`src/rtl/ivd_pkg.sv`:
```
package ivd_pkg;
   localparam int VEC_W = 8;

   typedef enum logic [1:0] {
      RK_FAULT = 2'd0,
      RK_TRAP  = 2'd1,
      RK_ABORT = 2'd2
   } ret_kind_e;

   localparam logic [VEC_W-1:0] NMI_VEC = 8'd2;
   localparam logic [VEC_W-1:0] OVF_VEC = 8'd4;
   localparam logic [VEC_W-1:0] UD_VEC  = 8'd6;
   localparam logic [VEC_W-1:0] GP_VEC  = 8'd13;

   // bits 12:9 of the high word for a 32-bit interrupt or trap gate
   localparam logic [3:0] GATE32_TAG = 4'b0111;

   typedef struct packed {
      logic [VEC_W-1:0] vec;
      ret_kind_e        kind;
      logic             priv_chk;
   } pick_t;
endpackage

```
`src/rtl/ivd_arbiter.sv`:
```
module ivd_arbiter
   import ivd_pkg::*;
(
   input  logic             nmi_req,
   input  logic             exc_req,
   input  logic [1:0]       exc_kind,
   input  logic [VEC_W-1:0] exc_vec,
   input  logic             swi_req,
   input  logic [VEC_W-1:0] swi_vec,
   input  logic             ovf_req,
   input  logic             ovf_flag,
   input  logic             ud_req,
   input  logic             irq_req,
   input  logic [VEC_W-1:0] irq_vec,
   input  logic             if_flag,
   output logic             pick_vld,
   output pick_t            pick
);
   always_comb begin
      pick_vld      = 1'b1;
      pick.vec      = NMI_VEC;
      pick.kind     = RK_FAULT;
      pick.priv_chk = 1'b0;
      if (nmi_req) begin
         pick.vec = NMI_VEC;
      end else if (exc_req) begin
         pick.vec = exc_vec;
         case (exc_kind)
            2'd0:    pick.kind = RK_FAULT;
            2'd1:    pick.kind = RK_TRAP;
            default: pick.kind = RK_ABORT;
         endcase
      end else if (swi_req) begin
         pick.vec      = swi_vec;
         pick.kind     = RK_TRAP;
         pick.priv_chk = 1'b1;
      end else if (ovf_req && ovf_flag) begin
         pick.vec      = OVF_VEC;
         pick.kind     = RK_TRAP;
         pick.priv_chk = 1'b1;
      end else if (ud_req) begin
         pick.vec = UD_VEC;
      end else if (irq_req && if_flag) begin
         pick.vec = irq_vec;
      end else begin
         pick_vld = 1'b0;
      end
   end
endmodule

```
`src/rtl/ivd_fetch.sv`:
```
module ivd_fetch
   import ivd_pkg::*;
#(
   parameter int BASE_W      = 32,
   parameter int LIMIT_W     = 16,
   parameter bit LIMIT_CHECK = 1'b1
) (
   input  logic               clk,
   input  logic               rst_n,
   input  logic               start,
   input  logic [VEC_W-1:0]   vec,
   input  logic [BASE_W-1:0]  base,
   input  logic [LIMIT_W-1:0] limit,
   output logic               mem_rd,
   output logic [BASE_W-1:0]  mem_addr,
   input  logic [31:0]        mem_rdata,
   input  logic               mem_valid,
   output logic [31:0]        lo_word,
   output logic               fin,
   output logic               bad,
   output logic               active
);
   localparam int OFS_W = VEC_W + 3;
   localparam int CMP_W = ((LIMIT_W > OFS_W) ? LIMIT_W : OFS_W) + 1;

   typedef enum logic [1:0] {F_IDLE, F_LO, F_HI, F_BAD} fstate_e;

   fstate_e           st;
   logic [BASE_W-1:0] addr_q;
   logic              in_range;
   logic [CMP_W-1:0]  end_off;

   assign end_off = CMP_W'({vec, 3'b111});

   generate
      if (LIMIT_CHECK) begin : g_lim
         assign in_range = (end_off <= CMP_W'(limit));
      end else begin : g_nolim
         assign in_range = 1'b1;
      end
   endgenerate

   always_ff @(posedge clk) begin
      if (!rst_n) begin
         st      <= F_IDLE;
         addr_q  <= '0;
         lo_word <= '0;
      end else begin
         case (st)
            F_IDLE: if (start) begin
               addr_q <= base + BASE_W'({vec, 3'b000});
               st     <= in_range ? F_LO : F_BAD;
            end
            F_LO: if (mem_valid) begin
               lo_word <= mem_rdata;
               st      <= F_HI;
            end
            F_HI: if (mem_valid) st <= F_IDLE;
            default: st <= F_IDLE;
         endcase
      end
   end

   assign mem_rd   = (st == F_LO) || (st == F_HI);
   assign mem_addr = (st == F_HI) ? addr_q + BASE_W'(4) : addr_q;
   assign fin      = ((st == F_HI) && mem_valid) || (st == F_BAD);
   assign bad      = (st == F_BAD);
   assign active   = (st != F_IDLE);


   rd_hold_chk: assert property (@(posedge clk) disable iff (!rst_n)
      mem_rd && !mem_valid |=> mem_rd && $stable(mem_addr));


   word_step_chk: assert property (@(posedge clk) disable iff (!rst_n)
      (st == F_LO) && mem_valid |=> mem_rd && (mem_addr == $past(mem_addr) + BASE_W'(4)));


   range_skip_chk: assert property (@(posedge clk) disable iff (!rst_n)
      start && !in_range |=> !mem_rd && fin);
endmodule

```
`src/rtl/ivd_gate_check.sv`:
```
module ivd_gate_check
   import ivd_pkg::*;
(
   input  logic [31:0] lo_word,
   input  logic [31:0] hi_word,
   input  logic [1:0]  cpl,
   input  logic        priv_chk,
   input  logic        if_in,
   output logic        ok,
   output logic        trap,
   output logic        new_if,
   output logic [15:0] sel,
   output logic [31:0] off
);
   logic       present;
   logic [1:0] dpl;
   logic       type_ok;
   logic       priv_ok;

   always_comb begin
      present = hi_word[15];
      dpl     = hi_word[14:13];
      type_ok = (hi_word[12:9] == GATE32_TAG);
      priv_ok = !priv_chk || (cpl <= dpl);
      ok      = present && type_ok && priv_ok;
      trap    = hi_word[8];
      new_if  = trap ? if_in : 1'b0;
      sel     = lo_word[31:16];
      off     = {hi_word[31:16], lo_word[15:0]};
   end
endmodule

```
`src/rtl/ivd_dispatch.sv`:
```
module ivd_dispatch
   import ivd_pkg::*;
#(
   parameter int BASE_W      = 32,
   parameter int LIMIT_W     = 16,
   parameter int PC_W        = 32,
   parameter bit LIMIT_CHECK = 1'b1
) (
   input  logic                      clk,
   input  logic                      rst_n,
   input  logic [BASE_W+LIMIT_W-1:0] tbl_reg,
   input  logic                      if_flag,
   input  logic [1:0]                cpl,
   input  logic [PC_W-1:0]           cur_pc,
   input  logic [PC_W-1:0]           next_pc,
   input  logic                      nmi_req,
   input  logic                      exc_req,
   input  logic [1:0]                exc_kind,
   input  logic [VEC_W-1:0]          exc_vec,
   input  logic                      swi_req,
   input  logic [VEC_W-1:0]          swi_vec,
   input  logic                      ovf_req,
   input  logic                      ovf_flag,
   input  logic                      ud_req,
   input  logic                      irq_req,
   input  logic [VEC_W-1:0]          irq_vec,
   output logic                      mem_rd,
   output logic [BASE_W-1:0]         mem_addr,
   input  logic [31:0]               mem_rdata,
   input  logic                      mem_valid,
   output logic                      busy,
   output logic                      done,
   output logic                      gp,
   output logic [VEC_W-1:0]          vec_out,
   output logic [15:0]               hnd_sel,
   output logic [31:0]               hnd_off,
   output logic                      gate_trap,
   output logic                      new_if,
   output logic [PC_W-1:0]           ret_addr,
   output logic                      ret_valid
);
   localparam int TBL_W = BASE_W + LIMIT_W;

   if (BASE_W < 12) begin : g_bad_base
      $error("BASE_W must be at least 12");
   end
   if (LIMIT_W < 1 || PC_W < 1) begin : g_bad_width
      $error("LIMIT_W and PC_W must be positive");
   end

   logic             pick_vld;
   pick_t            pick;
   logic             accept;
   logic             f_active, f_fin, f_bad;
   logic [31:0]      lo_word;
   logic             done_q;
   ret_kind_e        kind_q;
   logic             priv_q, if_q;
   logic [1:0]       cpl_q;
   logic [PC_W-1:0]  cur_q, next_q;
   logic [VEC_W-1:0] vec_q;
   logic             c_ok, c_trap, c_newif;
   logic [15:0]      c_sel;
   logic [31:0]      c_off;

   assign busy   = f_active | done_q;
   assign accept = pick_vld & ~busy;
   assign done   = done_q;

   ivd_arbiter u_arb (
      .nmi_req (nmi_req),  .exc_req (exc_req),  .exc_kind (exc_kind),
      .exc_vec (exc_vec),  .swi_req (swi_req),  .swi_vec  (swi_vec),
      .ovf_req (ovf_req),  .ovf_flag(ovf_flag), .ud_req   (ud_req),
      .irq_req (irq_req),  .irq_vec (irq_vec),  .if_flag  (if_flag),
      .pick_vld(pick_vld), .pick    (pick)
   );

   ivd_fetch #(
      .BASE_W(BASE_W), .LIMIT_W(LIMIT_W), .LIMIT_CHECK(LIMIT_CHECK)
   ) u_fetch (
      .clk      (clk),
      .rst_n    (rst_n),
      .start    (accept),
      .vec      (pick.vec),
      .base     (tbl_reg[TBL_W-1:LIMIT_W]),
      .limit    (tbl_reg[LIMIT_W-1:0]),
      .mem_rd   (mem_rd),
      .mem_addr (mem_addr),
      .mem_rdata(mem_rdata),
      .mem_valid(mem_valid),
      .lo_word  (lo_word),
      .fin      (f_fin),
      .bad      (f_bad),
      .active   (f_active)
   );

   ivd_gate_check u_chk (
      .lo_word (lo_word),
      .hi_word (mem_rdata),
      .cpl     (cpl_q),
      .priv_chk(priv_q),
      .if_in   (if_q),
      .ok      (c_ok),
      .trap    (c_trap),
      .new_if  (c_newif),
      .sel     (c_sel),
      .off     (c_off)
   );

   always_ff @(posedge clk) begin
      if (!rst_n) begin
         done_q    <= 1'b0;
         kind_q    <= RK_FAULT;
         priv_q    <= 1'b0;
         if_q      <= 1'b0;
         cpl_q     <= 2'd0;
         cur_q     <= '0;
         next_q    <= '0;
         vec_q     <= '0;
         gp        <= 1'b0;
         vec_out   <= '0;
         hnd_sel   <= '0;
         hnd_off   <= '0;
         gate_trap <= 1'b0;
         new_if    <= 1'b0;
         ret_addr  <= '0;
         ret_valid <= 1'b0;
      end else begin
         done_q <= f_fin;
         if (accept) begin
            kind_q <= pick.kind;
            priv_q <= pick.priv_chk;
            vec_q  <= pick.vec;
            if_q   <= if_flag;
            cpl_q  <= cpl;
            cur_q  <= cur_pc;
            next_q <= next_pc;
         end
         if (f_fin) begin
            if (f_bad || !c_ok) begin
               gp        <= 1'b1;
               vec_out   <= GP_VEC;
               hnd_sel   <= '0;
               hnd_off   <= '0;
               gate_trap <= 1'b0;
               new_if    <= if_q;
               ret_addr  <= cur_q;
               ret_valid <= 1'b1;
            end else begin
               gp        <= 1'b0;
               vec_out   <= vec_q;
               hnd_sel   <= c_sel;
               hnd_off   <= c_off;
               gate_trap <= c_trap;
               new_if    <= c_newif;
               case (kind_q)
                  RK_TRAP: begin
                     ret_addr  <= next_q;
                     ret_valid <= 1'b1;
                  end
                  RK_ABORT: begin
                     ret_addr  <= '0;
                     ret_valid <= 1'b0;
                  end
                  default: begin
                     ret_addr  <= cur_q;
                     ret_valid <= 1'b1;
                  end
               endcase
            end
         end
      end
   end


   accept_busy_chk: assert property (@(posedge clk) disable iff (!rst_n)
      accept |=> busy);


   done_pulse_chk: assert property (@(posedge clk) disable iff (!rst_n)
      done |=> !done);


   intgate_if_chk: assert property (@(posedge clk) disable iff (!rst_n)
      done && !gp && !gate_trap |-> !new_if);


   gp_vec_chk: assert property (@(posedge clk) disable iff (!rst_n)
      done && gp |-> (vec_out == GP_VEC) && (hnd_off == '0) && ret_valid);
endmodule

```
`config.mk`:
```
export PLATFORM = sky130hd
export DESIGN_NAME = ivd_dispatch
export DESIGN_NICKNAME = d
export VERILOG_FILES = /design/src/rtl/ivd_pkg.sv /design/src/rtl/ivd_arbiter.sv /design/src/rtl/ivd_fetch.sv /design/src/rtl/ivd_gate_check.sv /design/src/rtl/ivd_dispatch.sv
export SDC_FILE = /design/constraint.sdc
export NUM_CORES = 1
export LEC_CHECK = 0
export ABC_AREA = 1
export BUFFER_PORTS_ARGS = -buffer_cell sky130_fd_sc_hd__buf_4
export CAP_MARGIN = 10
export CORE_MARGIN = 2
export CORE_UTILIZATION = 40
export DETAILED_ROUTE_END_ITERATION = 8
export PLACE_DENSITY = 0.71
export SETUP_SLACK_MARGIN = 0.5
export SLEW_MARGIN = 10
export SYNTH_ARGS = -nofsm -noshare
export SYNTH_HDL_FRONTEND = slang
export SYNTH_SLANG_ARGS = --single-unit
```
`constraint.sdc`:
```
create_clock -name clk -period 2.91 [get_ports clk]
set_input_delay 0.291 -clock clk [delete_from_list [all_inputs] [get_ports clk]]
set_output_delay 0.291 -clock clk [all_outputs]
set_load 0.1 [all_outputs]
```
Yosys cells after proc, flatten, opt, wreduce, memory -nomap -nowiden:

Cells that the tools add are included.

* add/sub/neg operators: 2
* magnitude comparators: 2
* equal/unequal tests: 10
* mux-type cells: 33
* bitwise operators: 3
* reductions and logical operators: 17

Operator list (count)
* 32-bit 2-to-1 mux: 3
* 32-bit one-hot mux with 2 select lines: 1
* 8-bit 2-to-1 mux: 5
* 32-bit by 11-bit adder with 32-bit output: 1
* 32-bit by 3-bit adder with 32-bit output (second input constant): 1
* 11-bit by 16-bit <= comparator with 1-bit output: 1
* 16-bit 2-to-1 mux: 1
* 1-bit 2-to-1 mux: 13
* 11-bit 2-to-1 mux: 1
* 10-bit 2-to-1 mux: 1
* 2-bit 2-to-1 mux: 5
* 2-bit by 1-bit equality test with 1-bit output (second input constant): 3
* 2-bit equality test (second input constant): 3
* 2-bit != test (second input constant): 3
* 2-bit one-hot mux with 3 select lines: 1
* 1-bit logical AND: 5
* 4-bit by 3-bit equality test with 1-bit output (second input constant): 1
* 2-bit zero test: 2
* 1-bit logical OR: 4
* 2-bit one-hot mux with 2 select lines: 1
* 2-bit AND reduction: 2
* 3-bit 2-to-1 mux: 1
* 3-bit AND reduction: 1
* 2-bit <= comparator: 1
* 5 further kinds: 6

* register bits after elaboration: 237
* output and inout port bits: 127
* logic and storage cells: 86

Depth between registers and ports, before layout:

Gate-level depths: netlist (run 1).

* depth in word-level cells: 11
* gate-level depth with buffers: 21
* depth with buffers taken out: 20

Modules after synthesis:

Synthesis (run 1) repeated with hierarchy kept, for this count alone.

* cells, all modules: 1844
* area, all modules: 12331.8 µm²

By module, submodules not included
* ivd_dispatch: times used 1, cells an instance 956, area each 6810.3 µm²
* ivd_fetch: times used 1, cells an instance 747, area each 4657.0 µm²
* ivd_gate_check: times used 1, cells an instance 68, area each 459.2 µm²
* ivd_arbiter: times used 1, cells an instance 73, area each 405.4 µm²

Worst setup path before layout (run 1):

OpenSTA, ideal clock, no wires.

* kind: register -> output
* from: register u_fetch.st[0]
* to: output port mem_addr[20]
* arrival: 2.893 ns
* required time: 2.619 ns
* path slack: -0.274 ns
* cell stages (with the launch flop): 10
* buffers on the path: 1
* cell sequence: dfxtp_1 -> inv_1 -> ha_1 -> buf_6 -> nand3_1 -> nor2_2 -> nand2_2 -> nor3_4 -> nand4_1 -> xnor2_1

* cells in the longest elaborated chain, start to end: 2

RTL lines
* from (decl): line ivd_fetch.sv:28 `fstate_e st;`
* from (signal assigned): line ivd_fetch.sv:52 `st <= in_range ? F_LO : F_BAD;`
* 2-bit equality test: line ivd_fetch.sv:65 `assign mem_addr = (st == F_HI) ? addr_q + BASE_W'(4) : addr_q;`
* 32-bit 2-to-1 mux: line ivd_fetch.sv:65
* to (decl): line ivd_dispatch.sv:28 `output logic [BASE_W-1:0] mem_addr,`

No other way between the ends.

Worst setup path in the final report (run 1):

* from: register u_fetch.addr_q[2]
* to: output port mem_addr[22]

* cells in the longest elaborated chain, start to end: 2

RTL lines
* from (decl): line ivd_fetch.sv:29 `logic [BASE_W-1:0] addr_q;`
* from (signal assigned): line ivd_fetch.sv:51 `addr_q <= base + BASE_W'({vec, 3'b000});`
* 32-bit by 3-bit adder with 32-bit output: line ivd_fetch.sv:65
* 32-bit 2-to-1 mux: line ivd_fetch.sv:65

No other way between the ends.

==> metrics.md, run 1 <==
| Metric | Value |
|---|---|
| Detailed Route Iter0 Violations | 807 |
| Tcrit/Tclk final | approximately 90% |
| Final setup fails | 0 |
| Synth unique cells | 40 |
| Avg Cell Area, Syn | just under 7 sq um |
| CTS tree | yes |
| Worst reg-to-reg path cell count | 11 |
| Slew Limit Fails | 0 |
| Hold EP | next_q[9] |
| Least-Margin Pin Slew | 1.141 ns |
| Largest net degree at the start of global routing | ~130 |
| R2r startpoint | u_fetch.st[0] |
| CTS buffer count | 26 |
| Crit. End Element | primary output |
| Row count | just over 60 |
| Number of max-cap violations | 0 |
| Crit start category | flip-flop |
| CTS root buffer | clkbuf_16 |
| Chip Width | around 170 um |
| Clock buffer depth | 3 |
| Pwr dens | slightly above 1000 nW/um^2 |
| Total Routed Length | approximately 36000 um |
| H-tree depth | 1 |
| Most common cell after layout, fill and taps aside | nand2_1 |
| Reg2reg end | u_fetch.addr_q[22] |
| Lkg Pwr | a little under 8 nW |
| Vias in the first global route | 11220 |
| Layout area overhead | 40.14% |
| Initial antenna violation count | 0 |
| GR peak layer | met2 |
| Final Hold Fails | 0 |
| Synth Instances | ~1700 |
| GR Util met2 | around two fifths |
| RSZ-0062 raised after global routing | true |
| Hold path start | next_pc[9] |
| Pre-Repair DR Iteration Count | 5 |
| Gpl congestion | a little over 0.9 |
| Nets | around 2200 |
| Worst Skew | ~0.014 ns |
| Largest fanout on the critical path | 5 |
| # IOs | 310 |
| Total gr overflow | 0 |
| Clock-pin slew on the worst setup and hold paths | about 0.070 ns |
| Max-slew headroom | approximately a quarter |
| Vias per cell | a little under 5 |
| Crit path DAT | roughly 2.3 ns |
| Post-Synthesis Net Count | approximately 1900 |
| Hold path depth | 3 |
| Status | complete, no violations |
| Port bufs | 309 |
| Most frequent cells in the layout | nand2_1, buf_4, dfxtp_1 |
| Met1 usage | between 20 and 30% |
| Yosys warnings | 0 |
| Routed len/inst | 15.28 um |
| Clk Latency, worst-skew pair | 0.53 ns |
| Fin crit period | between 2 and 3 ns |
| Initial Util | between 40 and 50% |
| DRC errors left | 0 |
| Yosys reg bits | between 200 and 250 |
| Setup_tns | 0 ns |
| Max VDD drop | approximately 0.70 mV |
| Die height | ~170 um |
| Flop-to-flop setup slack | around 0.75 ns |
| GR Util All Layers | between 20% and 30% |
| Share of post-route cells with drive strength above 1 | 24.67% |
| Post-DP Area | approximately 14000 sq um |
| Fmax achieved | 380.1 MHz |
| Post-synthesis sequential area ratio | 41.52% |
| Crit path kind | flip-flop to primary output |
| Inserted Diodes | 0 |
| WP data required | about 2.6 ns |
| Worst Hold Class | primary input to flip-flop |
| Post-route antenna net violation count | 0 |
| Synth Cell Area | roughly 11000 sq um |
| First-pass GRT wire length | approximately 58000 um |
| Via count | roughly 12000 |
| Die ar. | 29930 sq um |
| GR Util met3 | under 10% |
| Core area | between 20000 and 30000 sq um |
| CTS Sinks | between 200 and 250 |
| Area of all placed cells without fillers | 16010 sq um |
| HPWL Detailed | approximately 26000 um |
==> logic make-up (layout without fill, tap and decap cells) <==
logic type | Yosys count | in the layout | synth area share, %
AO/OA/AOI/OAI | 329 | 329 | 14.84
XOR/XNOR | 35 | 35 | 2.683
adder cells (fa/ha/maj) | 26 | 26 | 2.913
buffers and inverters | 267 | 597 | 9.713
flip-flops | 237 | 237 | 41.52
AND/OR/NAND/NOR | 774 | 774 | 28.33
==> metrics by stage <==
stage                     power [mW]  instances  hold WS [ns]  worst slack, ns  util (%)
after floorplan                11.13       1668        0.4297           0.2212         -
after global placement         12.88       2286        0.4387           0.2803     50.97
after detailed placement       12.95       2286        0.4442           0.1757     50.97
after CTS                      16.55       2370   0.000002720           0.2559     56.46
after global routing           17.51       2376      0.006241           0.1543     57.32
final                          16.62       2376       0.02413           0.2789     57.32
==> critical path: stages, from the launching register on <==
cell and delay, ns:
dfxtp_4 0.38, ha_2 0.19, nand3_2 0.11, nor2_4 0.14, nand2_4 0.09, nor2_4 0.15
nand2_4 0.10, nor2_4 0.17, buf_12 0.13, xor2_4 0.16, buf_12 0.19
==> layer usage <==
layer / share of wire, % / wire length [um] / up-vias
li1: - / - / 5928
met1: 43 / 15620 / 5246
met2: 47 / 16970 / 404
met3: 7.1 / 2565 / 65
met4: 3.2 / 1152 / 0
met5: 0 / 0 / -
==> cell type report <==
type,count,area (sq um)
Inverter,180,679.4
Timing Repair Buffer,372,3187
Sequential cell,237,4777
Fill cell,2594,11920
Clock buffer,34,720.7
Tap cell,378,473.0
Multi-Input combinational cell,1164,6075
Clock inverter,11,101.3
==> power breakdown <==
part	total [mW]	internal, mW	switching (mW)
Combinational	8.51	2.22	6.29
Sequential	4.95	4.30	0.652
Clock	3.15	1.83	1.32
Total	16.6	8.35	8.27
==> how the worst max path moves through the flow <==
stage | start | end | slack [ns]
final | u_fetch.addr_q[2] | mem_addr[22] | 0.28
after global routing | u_fetch.st[0] | mem_addr[22] | 0.15
after floorplan | u_fetch.st[0] | mem_addr[20] | 0.22
after detailed placement | ovf_req | u_fetch.addr_q[16] | 0.18
after global placement | if_flag | u_fetch.addr_q[28] | 0.28
after CTS | u_fetch.st[0] | mem_addr[29] | 0.26
==> cell usage after synthesis <==
| cell | instances | area [sq um] |
|---|---|---|
| a211oi_1 | 1 | 7.510 |
| a211oi_2 | 1 | 12.51 |
| a21o_1 | 1 | 7.510 |
| a21oi_1 | 126 | 630.6 |
| a31oi_1 | 1 | 6.260 |
| and3_1 | 1 | 6.260 |
| buf_1 | 5 | 18.77 |
| buf_2 | 32 | 160.2 |
| buf_4 | 9 | 67.56 |
| buf_6 | 4 | 45.04 |
| clkbuf_1 | 36 | 135.1 |
| clkbuf_2 | 1 | 5.000 |
| dfxtp_1 | 237 | 4745 |
| fa_1 | 1 | 20.02 |
| ha_1 | 25 | 312.8 |
| inv_1 | 175 | 656.9 |
| inv_2 | 4 | 15.01 |
| inv_4 | 1 | 6.260 |
| nand2_1 | 422 | 1584 |
| nand2_2 | 4 | 25.02 |
| nand2_4 | 2 | 22.52 |
| nand3_1 | 94 | 470.5 |
| nand3_2 | 2 | 20.02 |
| nand3b_1 | 7 | 52.55 |
| nand4_1 | 12 | 75.07 |
| nor2_1 | 199 | 747.0 |
| nor2_2 | 3 | 18.77 |
| nor2_4 | 6 | 67.56 |
| nor3_1 | 14 | 70.07 |
| nor3_2 | 2 | 20.02 |
| nor3_4 | 2 | 32.53 |
| nor4_1 | 2 | 12.51 |
| o211ai_1 | 10 | 75.07 |
| o21ai_0 | 184 | 920.9 |
| o21ai_1 | 1 | 5.000 |
| o21bai_1 | 4 | 30.03 |
| or2_1 | 1 | 6.260 |
| or2_2 | 1 | 6.260 |
| xnor2_1 | 5 | 43.79 |
| xor2_1 | 30 | 262.8 |
==> flip-flops by register name, indices dropped and copies added, names as in the netlist <==
name,flops
cur_q,32
hnd_off,32
next_q,32
ret_addr,32
u_fetch.addr_q,32
u_fetch.lo_word,32
hnd_sel,16
vec_out,8
vec_q,8
cpl_q,2
kind_q,2
u_fetch.st,2
done,1
gate_trap,1
gp,1
if_q,1
new_if,1
priv_q,1
ret_valid,1
==> what timing repair did <==
action / in CTS / in global routing
endpoints found under the setup margin: 25 / 26
buffers inserted: 19 / 6
gates resized for setup: 95 / 45
endpoints found under the hold margin: 23 / 0
hold buffers: 20 / 0
pin swaps: 15 / 12
Power figures use the tool's default switching activity.
==> run 2, diff against run 1 <==
- PLACE_DENSITY: 0.71 -> default
- PLACE_DENSITY_LB_ADDON: default -> 0.12
==> run 2 against run 1 <==
Flip-flop and latch count stayed put. First-iteration DRC count down 5.5%. Largest power group unchanged. Power grew 1.2%. Die area did not move. Worst hold slack worse by 0.016 ns. Final cell count down 0.67%. Clock-buffer cell count increased by 7. Sequential share of layout area increased by 0.22 points. Largest cell class unchanged. Final area shrank 0.48%. Critical path depth grew 1.
==> metrics.md, run 2 (synthesis results as in run 1) <==
| Metric | Value |
|---|---|
| Slew Limit Fails | 0 (unchanged) |
| Pre-Repair DR Iteration Count | 5 (unchanged) |
| Initial antenna violation count | 1 (+1) |
| Worst hold margin | 0.007914 ns (-0.01622 ns) |
| Final Hold Fails | 0 (unchanged) |
| Largest fanout on the critical path | 4 (-1) |
| Fin crit period | 2.591 ns (-0.03962 ns) |
| Number of max-cap violations | 0 (unchanged) |
| Initial Util | 40.90% (unchanged) |
| Crit. End Element | primary output |
| Die height | 173.0 um (unchanged) |
| Most common cell after layout, fill and taps aside | nand2_1 |
| Routed len/inst | 15.46 um (+1.2%) |
| WL met2 | 16920 um (-0.28%) |
| CTS buffer count | 26 (unchanged) |
| Vias in the first global route | 10890 (-2.9%) |
| First-pass GRT wire length | 57300 um (-1.2%) |
| Register share of total power | 29.6% (-0.2 points) |
| Lkg Pwr | 7.648 nW (-0.55%) |
| Gpl congestion | 0.8969 (-3.7%) |
| Switching share of power | 49.24% (-0.51 points) |
| Multi-input gate area | 6120 sq um (+0.74%) |
| Port bufs | 309 (unchanged) |
| Least-Margin Pin Slew | 0.5827 ns (-0.5586 ns) |
| Tcrit/Tclk final | 89.05% (-1.4 points) |
| Clock buffer depth | 3 (unchanged) |
| Fillers | 2736 (+5.5%) |
| Chip Width | 173.0 um (unchanged) |
| Nets | 2173 (-0.78%) |
| Internal | 8.535 mW (+2.2%) |
| Total gr overflow | 0 (unchanged) |
| Clock Power Share | 19.6% (+0.6 points) |
| Total Routed Length | 36480 um (+0.48%) |
| CTS tree | yes |
| Clock-pin slew on the worst setup and hold paths | 0.06 ns (about the same) |
| Pwr dens | 1055 nW/um^2 (+1.7%) |
| Wl on met1 | 16540 um (+5.9%) |
| Hold path start | cpl[1] |
| Post-route antenna net violation count | 0 (unchanged) |
| Worst Hold Class | primary input to flip-flop |
| Status | complete, no violations |
| Top sig layer | met4 |
| DRC errors left | 0 (unchanged) |
| Logic pwr share | 50.9% (-0.3 points) |
| Max VDD drop | 0.8511 mV (+21%) |
| # IOs | 310 (unchanged) |
| Row count | 61 (unchanged) |
| Crit path kind | flip-flop to primary output |
| Share of post-route cells with drive strength above 1 | 25.14% (+0.46 points) |
| Fmax achieved | 385.9 MHz (+1.5%) |
| Largest net degree at the start of global routing | 132 (unchanged) |
| Vias per cell | 4.900 (about the same) |
| CTS root buffer | clkbuf_16 |
| CP startpoint | u_fetch.st[0] |
| Max-slew headroom | 60.79% (+37 points) |
| Core area | 27930 sq um (unchanged) |
| Worst Skew | 0.008491 ns (-0.005481 ns) |
| CTS Sinks | 237 (unchanged) |
| R2r startpoint | u_fetch.st[0] |
| HPWL Detailed | 25680 um (+0.18%) |
| Clk Latency, worst-skew pair | 0.53 ns (about the same) |
| Layout area overhead | 39.48% |
| Most frequent cells in the layout | nand2_1, buf_4, dfxtp_1 |
| Die ar. | 29930 sq um (unchanged) |
| Detailed Route Iter0 Violations | 763 (-5.5%) |
| Crit start category | flip-flop |
| GR Util All Layers | 23.12% (-0.15 points) |
| Crit path DAT | 2.30 ns (-0.04 ns) |
| Met3 wire length | 2271 um (-11%) |
| Setup_tns | 0 ns (unchanged) |
| Net Switching | 8.280 mW (+0.15%) |
| H-tree depth | 1 (unchanged) |
| RSZ-0062 raised after global routing | true |
| Via count | 11560 (-0.69%) |
| FF/Latch Area | 4790 sq um (+0.26%) |
| Final setup fails | 0 (unchanged) |
| WP data required | 2.62 ns (about the same) |
run 2: cell type report:
class / instances / share of cell area (%)
multi-input cells: 1164 / 38.40
flip-flops and latches: 237 / 30.05
repair buffers: 355 / 18.93
clock buffers: 41 / 5.001
inverters: 180 / 4.255
well taps: 378 / 2.968
clock inverters: 4 / 0.3769
diodes: 1 / 0.01570
run 2: worst max-delay path, cell delays in order (launching register included):
cell and delay [ns]:
dfxtp_2 0.32, inv_2 0.07, ha_4 0.16, nand2_4 0.05, nor2_4 0.13, nand3_4 0.09
nor2_4 0.13, nand2_4 0.09, nor3_4 0.29, nand3_1 0.15, nand2_2 0.11, buf_12 0.17
run 2: final timing paths:
kind,end,slack [ns],depth (start not counted)
hold reg to reg,ret_addr[19],0.45,2
hold / removal,cpl_q[1],0.008,3
setup reg to reg,kind_q[0],0.58,12
setup / recovery,mem_addr[29],0.32,11
run 2: layer usage:
metal / vias up / GRT usage, %
met5: - / 0
met2: 356 / 38.25
met3: 52 / 3.914
li1: 5890 / -
met1: 5265 / 31.30
met4: 0 / 5.897
run 2: what timing repair did:
action | in CTS | in global routing
pin swaps | 16 | 15
setup endpoints to repair | 26 | 31
hold buffers | 1 | 0
gates resized for setup | 110 | 44
setup buffers | 20 | 7
endpoints found under the hold margin | 1 | 0
cloned | 0 | 0
run 2: power by group through the flow:
stage / Clock [mW] / Sequential [mW] / Combinational [mW]
after floorplan: 0 / 6.75 / 4.38
after global placement: 0 / 4.94 / 7.97
after detailed placement: 0 / 4.96 / 8.01
after CTS: 3.35 / 4.93 / 8.48
after global routing: 3.47 / 5.11 / 9.11
final: 3.29 / 4.98 / 8.55
run 2: metrics by stage:
| stage | instances | setup slack (ns) | utilization [%] | total power [mW] | cell area (sq um) |
|---|---|---|---|---|---|
| final | 2360 | 0.3185 | 57.05 | 16.81 | 15940 |
| after CTS | 2352 | 0.2596 | 56.24 | 16.77 | 15710 |
| after detailed placement | 2286 | 0.1636 | 51.01 | 12.97 | 14250 |
| after global routing | 2360 | 0.1559 | 57.05 | 17.69 | 15940 |
| after global placement | 2286 | 0.1640 | 51.01 | 12.91 | 14250 |
| after floorplan | 1668 | 0.2212 | - | 11.13 | 11700 |
==> run 3, diff against run 2 <==
- ABC_AREA: 1 -> default
==> run 3 against run 2 <==
Non-clock buffer count increased by 117. Sequential power decreased by 4.6%. Final cell count down 13%. Sequential share of layout area decreased by 1.0 points. Register-to-register slack improved by 0.02 ns. Clock skew hardly changed. Critical path depth decreased by 5. Final area up 3.4%. Critical path type unchanged. Largest power group unchanged.
==> metrics.md, run 3 <==
| Metric | Value |
|---|---|
| Area contributors post-synth | dfxtp_1, nand2_1, a21oi_1, a22oi_1, o21ai_0 |
| Switching share of power | 46.62% (-2.6 points) |
| CTS tree | yes |
| Yosys reg bits | 237 (unchanged) |
| Chip Width | 164.9 um (-4.7%) |
| Top FF cell, synth | dfxtp_1 |
| Die ar. | 27180 sq um (-9.2%) |
| Slew Limit Fails | 0 (unchanged) |
| Lkg Pwr | 6.871 nW (-10%) |
| Post-synth top area cell | dfxtp_1 |
| Routed len/inst | 17.19 um (+11%) |
| Nets | 1907 (-12%) |
| Total gr overflow | 0 (unchanged) |
| Share of the synthesized area in the top cell type | 45.84% (+4.3 points) |
| Initial Util | 40.87% (about the same) |
| Die height | 164.9 um (-4.7%) |
| Crit path DAT | 2.50 ns (+0.20 ns) |
| Status | complete, no violations |
| Ys async rst share | 0% (unchanged) |
| Slowest CP cell | or4_4 |
| Vias per cell | 5.317 (+8.5%) |
| Worst reg-to-reg path cell count | 8 (-4) |
| Detailed Route Iter0 Violations | 668 (-12%) |
| GR Util All Layers | 25.00% (+1.9 points) |
| Total Routed Length | 35150 um (-3.7%) |
| Worst Hold Class | primary input to flip-flop |
| Largest fanout on the critical path | 3 (-1) |
| HPWL Detailed | 23140 um (-9.9%) |
| First-pass GRT wire length | 54570 um (-4.8%) |
| Initial antenna violation count | 0 (-1) |
| WP data required | 2.62 ns (about the same) |
| Net Switching | 7.651 mW (-7.6%) |
| CTS Sinks | 237 (unchanged) |
| Internal | 8.758 mW (+2.6%) |
| Max VDD drop | 1.141 mV (+34%) |
| CP peak stage delay | 0.48 ns (+0.16 ns) |
| Max-slew headroom | 49.07% (-12 points) |
| H-tree depth | 1 (unchanged) |
| Fin crit period | 2.790 ns (+0.1984 ns) |
| Crit. End Element | primary output |
| Gpl congestion | 0.8677 (-3.3%) |
| Number of max-cap violations | 0 (unchanged) |
| Vias in the first global route | 10490 (-3.7%) |
| Fmax achieved | 358.4 MHz (-7.1%) |
| Fillers | 2137 (-22%) |
| Post-synthesis sequential area ratio | 45.84% (+4.3 points) |
| Most frequent cells in the layout | buf_4, nand2_1, dfxtp_1 |
| Share of post-route cells with drive strength above 1 | 33.76% (+8.6 points) |
| Placed cells | 1894 (-17%) |
| Post-Synthesis Net Count | 1501 (-20%) |
| Register share of total power | 29.0% (-0.6 points) |
| Pre-Repair DR Iteration Count | 5 (unchanged) |
| Synth unique cells | 61 (+53%) |
| Pre-CTS setup slack | -0.2492 ns (-0.4127 ns) |
| Final WS setup | 0.1201 ns (-0.1984 ns) |
| RSZ-0062 raised after global routing | true |
| DRC errors left | 0 (unchanged) |
| Pwr dens | 995.3 nW/um^2 (-5.7%) |
| Logic pwr share | 50.3% (-0.6 points) |
| Crit path kind | flip-flop to primary output |
| Clock Power Share | 20.7% (+1.1 points) |
| Core area | 25330 sq um (-9.3%) |
| Layout area overhead | 59.26% |
| Clk Latency, worst-skew pair | 0.53 ns (about the same) |
| Synth Cell Area | 10350 sq um (-9.4%) |
| CP Depth | 6 (-5) |
| CP Cell Sequence | nand4_1, or3_4, or4_4, nor2_4, xor2_4, buf_12 |
| Yosys warnings | 0 (unchanged) |
| # IOs | 310 (unchanged) |
| Least-Margin Pin Slew | 0.7577 ns (+0.1749 ns) |
| Avg Cell Area, Syn | 8.012 sq um (+17%) |
| Worst Skew | 0.008133 ns (-0.0003580 ns) |
| Clock-pin slew on the worst setup and hold paths | 0.06 ns (about the same) |
| Post-route antenna net violation count | 0 (unchanged) |
| Clock buffer depth | 3 (unchanged) |
| Port bufs | 309 (unchanged) |
| CTS buffer count | 26 (unchanged) |
| Row count | 58 (-4.9%) |
| Final Hold Fails | 0 (unchanged) |
| Hold path depth | 3 (unchanged) |
| Final setup fails | 0 (unchanged) |
| Most common cell after layout, fill and taps aside | buf_4 |
| CTS root buffer | clkbuf_16 |
| Crit start category | flip-flop |
| Largest net degree at the start of global routing | 85 (-36%) |
| Worst path bufs/invs | 1 (-1) |
| Layout Cells excl Fill | 2045 (-13%) |
| Commonest cells post-synth | nand2_1, dfxtp_1, a21oi_1 |
| Synth Instances | 1292 (-23%) |
| Post-synth EDFFs | 0 (unchanged) |
| Worst path top cell family by delay | simple AND/OR/NAND/NOR gates |
| Inserted Diodes | 0 (-1) |
| Tcrit/Tclk final | 95.87% (+6.8 points) |
| Via count | 10870 (-6.0%) |
| Most numerous cell in the Yosys netlist | nand2_1 |
[run 3: cell types whose count changed after synthesis, moves of 11 or more]
cell	previous run	this run
clkbuf_1	36	68
buf_2	32	17
nand2_1	422	279
a21oi_1	126	137
a22oi_1	0	54
a31oi_1	1	38
nor2_1	199	85
nand3_1	94	58
xnor2_1	5	20
o21ai_0	184	68
inv_1	175	25
[run 3: logic make-up (layout without fill, tap and decap cells)]
family          Yosys count  count (layout)  share of synthesized area, %
simple gates            504             504                         21.21
compound gates          360             361                         21.30
flops                   237             237                         45.84
buf+inv                 121             543                         4.678
xor+xnor                 42              42                         3.554
fa+ha+maj                26              26                         3.215
mux                       2               2                        0.2055
[run 3: metal layers]
layer | share of wire [%] | global-route usage [%] | routed length (um) | vias to the layer above
met5 | 0 | 0 | 0 | -
met4 | 2.9 | 8.498 | 1006 | 0
met3 | 8.2 | 6.404 | 2867 | 70
met2 | 48 | 41.48 | 16790 | 367
met1 | 41 | 31.65 | 14490 | 5125
li1 | - | - | - | 5311
[run 3: power groups by stage]
stage	combinational [mW]	sequential [mW]	clock, mW
final	8.25	4.75	3.40
after global routing	8.74	4.85	3.63
after CTS	8.08	4.74	3.49
after detailed placement	7.36	4.83	0
after global placement	7.31	4.81	0
after floorplan	4.19	6.06	0
[run 3: final timing paths]
check,startpoint,end,slack [ns]
hold reg to reg,vec_q[0],vec_out[0],0.44
setup reg to reg,u_fetch.st[0],ret_addr[28],0.60
hold / removal,cur_pc[28],cur_q[28],0.02
setup / recovery,u_fetch.addr_q[17],mem_addr[31],0.12
[run 3: worst reg2reg max path, stage by stage, from the launching register on]
cell	delay (ns)
dfxtp_2	0.32
buf_4	0.14
ha_1	0.28
nor4bb_1	0.31
nand3_1	0.24
or3_1	0.40
buf_4	0.26
nand2_1	0.13
a31oi_1	0.09
[run 3: per-stage QoR]
| stage | power, mW | util [%] | TNS [ns] | area (sq um) | hold WS [ns] |
|---|---|---|---|---|---|
| finish | 16.41 | 65.09 | 0 | 16490 | 0.01796 |
| global route | 17.23 | 65.09 | 0 | 16490 | 0.0006926 |
| CTS | 16.31 | 63.49 | 0 | 16080 | 0.0005223 |
| detailed placement | 12.19 | 54.64 | -2.264 | 13840 | 0.4357 |
| global placement | 12.11 | 54.64 | -1.460 | 13840 | 0.4335 |
| floorplan | 10.25 | - | -0.1921 | 10970 | 0.3972 |
[run 3: what timing repair did]
item,CTS,global route
pin swaps,37,54
gates resized for setup,126,60
hold buffers,65,0
setup buffers,25,15
cloned,0,1
endpoints found under the setup margin,42,79
endpoints found under the hold margin,70,0
[run 3: final cells by class]
cell class / count / area [sq um] / share of cell area (%)
multi-input combinational: 935 / 6170 / 37.42
sequential: 237 / 4790 / 29.05
timing repair buffer: 472 / 4138 / 25.10
clock buffer: 37 / 721.9 / 4.379
tap: 330 / 412.9 / 2.505
clock inverter: 8 / 151.4 / 0.9183
inverter: 26 / 102.6 / 0.6223
